File: src/rtl/raster_pkg.sv
package raster_pkg;

    localparam int SYNC_W = 11;
    localparam int CCL_W  = 5;

    // reset value of the sync start: reference sync edge
    localparam logic [SYNC_W-1:0] SYNC_REF = 11'h049;

    typedef struct packed {
        logic              std60;
        logic [1:0]        flen;
        logic [SYNC_W-1:0] sync;
        logic [1:0]        cc_en;
        logic [CCL_W-1:0]  cc_line;
    } raster_cfg_t;

    localparam raster_cfg_t CFG_RESET = '{
        std60:   1'b0,
        flen:    2'b00,
        sync:    SYNC_REF,
        cc_en:   2'b00,
        cc_line: '0
    };

endpackage

File: src/rtl/rt_geometry.sv
module rt_geometry
    import raster_pkg::*;
#(
    parameter int PIX_50   = 1728,
    parameter int PIX_60   = 1716,
    parameter int FRAME_50 = 625,
    parameter int FRAME_60 = 525,
    parameter int PIX_W    = 11,
    parameter int LINE_W   = 10
) (
    input  logic              std60,
    input  logic [1:0]        flen,
    input  logic [SYNC_W-1:0] sync_raw,
    output logic [PIX_W-1:0]  pix_last,
    output logic [PIX_W-1:0]  half_pix,
    output logic [PIX_W-1:0]  sync_pos,
    output logic [LINE_W-1:0] line_last,
    output logic [LINE_W-1:0] half_line,
    output logic              interlaced
);
    localparam int CW = (SYNC_W > PIX_W) ? SYNC_W : PIX_W;

    // per-standard constants, index 0 = 50 Hz, 1 = 60 Hz
    logic [1:0][PIX_W-1:0]  last_tbl, half_tbl;
    logic [1:0][LINE_W-1:0] frame_tbl, short_tbl, long_tbl;

    for (genvar s = 0; s < 2; s++) begin : g_std
        localparam int P = (s == 0) ? PIX_50 : PIX_60;
        localparam int F = (s == 0) ? FRAME_50 : FRAME_60;
        assign last_tbl[s]  = PIX_W'(P - 1);
        assign half_tbl[s]  = PIX_W'(P / 2);
        assign frame_tbl[s] = LINE_W'(F);
        assign short_tbl[s] = LINE_W'((F - 1) / 2);
        assign long_tbl[s]  = LINE_W'((F + 1) / 2);
    end

    logic [CW-1:0] sync_ext, last_ext;

    always_comb begin
        pix_last   = last_tbl[std60];
        half_pix   = half_tbl[std60];
        half_line  = long_tbl[std60];
        interlaced = (flen == 2'b00);
        unique case (flen)
            2'b00:   line_last = frame_tbl[std60];
            2'b01:   line_last = short_tbl[std60];
            default: line_last = long_tbl[std60];
        endcase
        sync_ext = CW'(sync_raw);
        last_ext = CW'(pix_last);
        sync_pos = (sync_ext > last_ext) ? pix_last : PIX_W'(sync_ext);
    end

endmodule

File: src/rtl/rt_caption_gate.sv
module rt_caption_gate
    import raster_pkg::*;
#(
    parameter int LINE_W = 10
) (
    input  logic              std60,
    input  logic [1:0]        cc_en,
    input  logic [CCL_W-1:0]  cc_line,
    input  logic [LINE_W-1:0] line,
    input  logic [LINE_W-1:0] half_line,
    input  logic              field_id,
    input  logic              interlaced,
    output logic              gate
);
    localparam int AW = LINE_W + 2;

    logic [AW-1:0] tgt_f1, tgt_f2, line_ext;

    always_comb begin
        tgt_f1   = AW'(cc_line) + (std60 ? AW'(4) : AW'(1));
        tgt_f2   = AW'(half_line) + tgt_f1;
        line_ext = AW'(line);
        gate = (cc_en[0] && !field_id && (line_ext == tgt_f1)) ||
               (cc_en[1] && interlaced && (line_ext == tgt_f2));
    end

endmodule

File: src/rtl/raster_timing_gen.sv
module raster_timing_gen
    import raster_pkg::*;
#(
    parameter int PIX_50   = 1728,
    parameter int PIX_60   = 1716,
    parameter int FRAME_50 = 625,
    parameter int FRAME_60 = 525,
    parameter int PIX_W    = $clog2((PIX_50 > PIX_60) ? PIX_50 : PIX_60),
    parameter int LINE_W   = $clog2(((FRAME_50 > FRAME_60) ? FRAME_50 : FRAME_60) + 1)
) (
    input  logic              clk,
    input  logic              rst_n,
    input  logic              std_60hz_i,
    input  logic [1:0]        field_len_i,
    input  logic [10:0]       sync_start_i,
    input  logic [1:0]        cc_enable_i,
    input  logic [4:0]        cc_line_i,
    output logic [PIX_W-1:0]  pixel_o,
    output logic [LINE_W-1:0] line_o,
    output logic              field_id_o,
    output logic              field_start_o,
    output logic              line_start_o,
    output logic              sync_start_o,
    output logic              cc_gate_o
);
    typedef struct packed {
        logic [PIX_W-1:0]  pix;
        logic [LINE_W-1:0] line;
        raster_cfg_t       cfg;
    } state_t;

    state_t state_d, state_q;
    raster_cfg_t cfg_in;

    logic [PIX_W-1:0]  pix_last, half_pix, sync_pos;
    logic [LINE_W-1:0] line_last, half_line;
    logic              interlaced;
    logic              end_of_line, end_of_frame, in_field2;

    assign cfg_in = '{
        std60:   std_60hz_i,
        flen:    field_len_i,
        sync:    sync_start_i,
        cc_en:   cc_enable_i,
        cc_line: cc_line_i
    };

    rt_geometry #(
        .PIX_50  (PIX_50),
        .PIX_60  (PIX_60),
        .FRAME_50(FRAME_50),
        .FRAME_60(FRAME_60),
        .PIX_W   (PIX_W),
        .LINE_W  (LINE_W)
    ) u_geom (
        .std60     (state_q.cfg.std60),
        .flen      (state_q.cfg.flen),
        .sync_raw  (state_q.cfg.sync),
        .pix_last  (pix_last),
        .half_pix  (half_pix),
        .sync_pos  (sync_pos),
        .line_last (line_last),
        .half_line (half_line),
        .interlaced(interlaced)
    );

    always_comb begin
        end_of_line  = (state_q.pix == pix_last);
        end_of_frame = end_of_line && (state_q.line == line_last);
        in_field2    = interlaced &&
                       ((state_q.line > half_line) ||
                        ((state_q.line == half_line) && (state_q.pix >= half_pix)));

        state_d = state_q;
        if (end_of_line) begin
            state_d.pix = '0;
        end else begin
            state_d.pix = state_q.pix + PIX_W'(1);
        end
        if (end_of_frame) begin
            state_d.line = LINE_W'(1);
            state_d.cfg  = cfg_in;
        end else if (end_of_line) begin
            state_d.line = state_q.line + LINE_W'(1);
        end
    end

    always_ff @(posedge clk) begin
        if (!rst_n) begin
            state_q.pix  <= '0;
            state_q.line <= LINE_W'(1);
            state_q.cfg  <= CFG_RESET;
        end else begin
            state_q <= state_d;
        end
    end

    rt_caption_gate #(
        .LINE_W(LINE_W)
    ) u_cc (
        .std60     (state_q.cfg.std60),
        .cc_en     (state_q.cfg.cc_en),
        .cc_line   (state_q.cfg.cc_line),
        .line      (state_q.line),
        .half_line (half_line),
        .field_id  (in_field2),
        .interlaced(interlaced),
        .gate      (cc_gate_o)
    );

    assign pixel_o       = state_q.pix;
    assign line_o        = state_q.line;
    assign field_id_o    = in_field2;
    assign line_start_o  = (state_q.pix == '0);
    assign sync_start_o  = (state_q.pix == sync_pos);
    assign field_start_o = ((state_q.pix == '0) && (state_q.line == LINE_W'(1))) ||
                           (interlaced && (state_q.line == half_line) &&
                            (state_q.pix == half_pix));

endmodule

File: config.mk
export PLATFORM = sky130hd
export DESIGN_NAME = raster_timing_gen
export DESIGN_NICKNAME = d
export VERILOG_FILES = /design/src/rtl/raster_pkg.sv /design/src/rtl/rt_geometry.sv /design/src/rtl/rt_caption_gate.sv /design/src/rtl/raster_timing_gen.sv
export SDC_FILE = /design/constraint.sdc
export NUM_CORES = 1
export LEC_CHECK = 0
export BUFFER_PORTS_ARGS = -buffer_cell sky130_fd_sc_hd__buf_2
export CAP_MARGIN = 25
export CORE_ASPECT_RATIO = 1.2
export CORE_UTILIZATION = 42
export CTS_CLUSTER_DIAMETER = 200
export CTS_CLUSTER_SIZE = 20
export DETAILED_ROUTE_END_ITERATION = 8
export PLACE_DENSITY_LB_ADDON = 0.05
export SYNTH_ARGS = -nofsm -noshare
export SYNTH_HDL_FRONTEND = slang
export SYNTH_SLANG_ARGS = --single-unit
File: constraint.sdc
create_clock -name clk -period 3.4 [get_ports clk]
set_input_delay 0.34 -clock clk [delete_from_list [all_inputs] [get_ports clk]]
set_output_delay 0.34 -clock clk [all_outputs]
set_load 0.05 [all_outputs]
==> summary.md <==
| Metric | Value |
|---|---|
| DR WL met3 | ~150 µm |
| Setup ws final | between 0.1 and 0.15 ns |
| Seq/Total Area, Yosys | 0.265 |
| Cells after Synth | between 300 and 400 |
| Die area | approximately 7900 µm² |
| Crit. End Element | output pin |
| Slew margin rel. | 0.626 |
| Final Max Tran Viols | 0 |
| H-tree Lvls | 2 |
| Synth Area in Simple Gates | 0.257 |
| Critical Path AT | about 3.0 ns |
| Layout Nets | 439 |
| Clock transition at the registers of the reported paths | roughly 0.090 ns |
| Starting DRT DRC Count | about 130 |
| Asr flop ratio synth | 0 |
| Post-synthesis cell area | ~3200 µm² |
| Max_cap viols | 0 |
| R2R cell count | 9 |
| Mux contribution to synthesized area | 0.0801 |
| Post-synth top flop | dfxtp_1 |
| Vias in the first global route | between 2k and 2.5k |
| CORE AREA | ~7300 µm² |
| Clk pwr share | 0.364 |
| Share of post-route cells with drive strength above 1 | 0.216 |
| CP Max Fanout | 4 |
| Worst setup path category | flip-flop to output pin |
| Antenna-violating nets left | 0 |
| FP Rows | 34 |
| Xor-xnor portion of the synthesized cell area | 0.110 |
| Synth cell count leaders | dfxtp_1 (42), nor2_1 (39), ha_1 (22), mux2i_1 (22), xnor2_1 (22) |
| Layout area overhead | 11.6% |
| Power Density | ~260 nW/µm² |
| Min cycle time layout | about 3.3 ns |
| CTS max path bufs | 2 |
| Worst slew pin tran | 0.560 ns |
| Hold crit path type | input port to flip-flop |
| GR Util All Layers | 0.198 |
| Placement-stage cell area | 3320 µm² |
| Number of enable flip-flop cells after synthesis | 0 |
| Drt pass-1 iters | 4 |
| Die W | approximately 80 µm |
| Combinational share of power | 0.086 |
| Leak pwr | approximately 1.5 nW |
| Switching Share | 0.255 |
| Largest family of logic cells by synthesized area | simple AND/OR/NAND/NOR gates |
| Routed length on met1 | about 3500 µm |
| Die Y | roughly 97 µm |
| Synthesized Nets | approximately 420 |
| Hpwl dp | about 5600 µm |
| Top cell type's share of synthesized area | 0.265 |
| Top layer in use | met4 |
| Largest net degree at the start of global routing | 25 |
| Reg-to-reg endpoint | line_o[1]$_SDFFE_PP0P_ |
| WL final | around 7500 µm |
| Compound-Gate Fraction of Synth Area | 0.105 |
| Most frequent cell after synthesis | dfxtp_1 |
| Sink Count | between 40 and 50 |
| Final setup violation count | 0 |
| Root Driver | clkbuf_8 |
| Ant. Diodes | 0 |
| Vias per cell | ~5.4 |
| Int Pwr | ~0.00068 W |
| Initial antenna violation count | 0 |
| Num CTS Buffers | 5 |
| Fillers | approximately 740 |
| Post-CTS Hold Buffers | 0 |
| Final period utilization | 0.967 |
| First-pass GRT wire length | between 10000 and 15000 µm |
| Number of port buffers | 48 |
| Worst r2r src | state_q[20]$_SDFFE_PN0P_ |
| Hold Fails Final Rpt | 0 |
| Gr ovfl total | 0 |
| Post-route design area | ~3500 µm² |
| Hold EP | state_q[7]$_SDFFE_PN1P_ |
| YS warnings | 0 |
| Flop2flop setup slack | 0.44 ns |
| Mean routed wirelength per cell | about 16 µm |
| Total number of vias | between 2k and 3k |
| Storage cell area | between 800 and 900 µm² |
| Post-synthesis register bit count | between 40 and 50 |
| CTS tree | built |
| Mapped Avg Cell Area | 8.57 µm² |
| Clk_lat worst skew | 0.30 ns |
| Starting Density | 0.436 |
| Total negative slack | 0 ns |
| CP required | roughly 3.1 ns |
| Start point of the critical path | state_q[20]$_SDFFE_PN0P_ |
| Seq pwr share | 0.551 |
| Place WS | between 0.15 and 0.2 ns |
| Worst vdd ir | roughly 0.17 mV |
| Met2 WL | about 3800 µm |
| Max Fclk | 0.304 GHz |
| Final setup skew | 0.0140 ns |
| Adder-cell share of the synthesized area | 0.0869 |
| Top cells by area, synth | dfxtp_1 (27%), ha_1 (8.7%), mux2i_1 (6.9%), xnor2_1 (6.1%), buf_4 (5.0%) |
| Synth unique cells | 60 |
| Hold_sp | sync_start_i[0] |
| DRC Markers | 0 |
| Switching Power | between 0.0002 and 0.00025 W |
| Yosys top cell by area | dfxtp_1 |
| Hold Path Cell Cnt | 3 |
| Status | finished clean |
| Startpoint Class | flip-flop |
| IO Count | 49 |
| Multi-input logic area | roughly 2100 µm² |
| Global placer's final weighted congestion | a little over 0.8 |
==> power by group through the flow <==
| stage | sequential, W | clock (W) | combinational, W |
|---|---|---|---|
| CTS | 0.000502 | 0.000339 | 0.0000790 |
| finish | 0.000502 | 0.000331 | 0.0000780 |
| detailed placement | 0.000514 | 0 | 0.0000786 |
| floorplan | 0.000510 | 0 | 0.0000580 |
| global placement | 0.000514 | 0 | 0.0000787 |
| global route | 0.000503 | 0.000361 | 0.0000853 |
==> registers in the layout, indices dropped and copies added (netlist names) <==
signal   count
line_o      10
pixel_o     11
state_q     21
==> final cells by class <==
type,count,share of cell area
sequential,42,0.239
clock buffer,6,0.0233
inverter,14,0.0149
multi-input combinational,275,0.606
timing repair buffer,56,0.0856
tap,90,0.0318
==> placed cells by master (no fill, tap or decap), drive strengths merged, types with 4 or more instances in the layout <==
cell type  instances
inv               14
nand2             19
nor2b             21
nor2              40
nand4             13
xor2              16
mux2i             22
a211oi             5
nor4               7
nand2b             6
nor4b              4
nand3              8
dfxtp             42
o21ai             10
a21oi              5
nand4b             4
buf               56
xnor2             23
ha                22
clkbuf             6
==> kinds of logic (layout without fill, tap and decap cells) <==
group | after synthesis | in the layout
xor gates and xnor gates | 39 | 39
and+or+nand+nor | 143 | 143
buffers and inverters | 53 | 76
AOI/OAI and AO/OA | 47 | 47
adders and majority gates | 22 | 22
muxes | 24 | 24
DFF | 42 | 42
==> worst max-delay path by stage <==
stage	end	depth (start not counted)
after floorplan	cc_gate_o	11
after global placement	cc_gate_o	10
after detailed placement	cc_gate_o	10
after CTS	cc_gate_o	10
after global routing	cc_gate_o	13
final	cc_gate_o	13
==> what timing repair did <==
item	in CTS	in global routing
setup endpoints to repair	1	1
setup buffers	1	1
gates resized for setup	5	15
pin swaps	1	3
==> metrics by stage <==
| step | hold WS [ns] | total power (W) | utilization | std cells |
|---|---|---|---|---|
| 2_1_floorplan | 0.465 | 0.000568 | - | 370 |
| 3_3_place_gp | 0.503 | 0.000593 | 0.456 | 475 |
| 3_5_place_dp | 0.515 | 0.000593 | 0.456 | 475 |
| 4_1_cts | 0.248 | 0.000920 | 0.470 | 482 |
| 5_1_grt | 0.258 | 0.000949 | 0.486 | 483 |
| 6_report | 0.260 | 0.000911 | 0.486 | 483 |
==> critical path, stage by stage (launching register included) <==
cell and delay, ns:
dfxtp_4 0.38, inv_1 0.07, ha_4 0.18, ha_4 0.17, a21o_1 0.18, nand2_1 0.10, xnor2_2 0.11, ha_4 0.30
buf_4 0.11, nor2_1 0.04, mux4_2 0.44, nor3b_1 0.15, a32o_1 0.26, buf_4 0.18
==> metal layers <==
metal  global-route usage  up-vias
met5                    0        -
met4               0.0495        0
met3               0.0282        8
met2                0.339       40
met1                0.253     1215
li1                     -     1332
(Power assumes the default switching activity.)
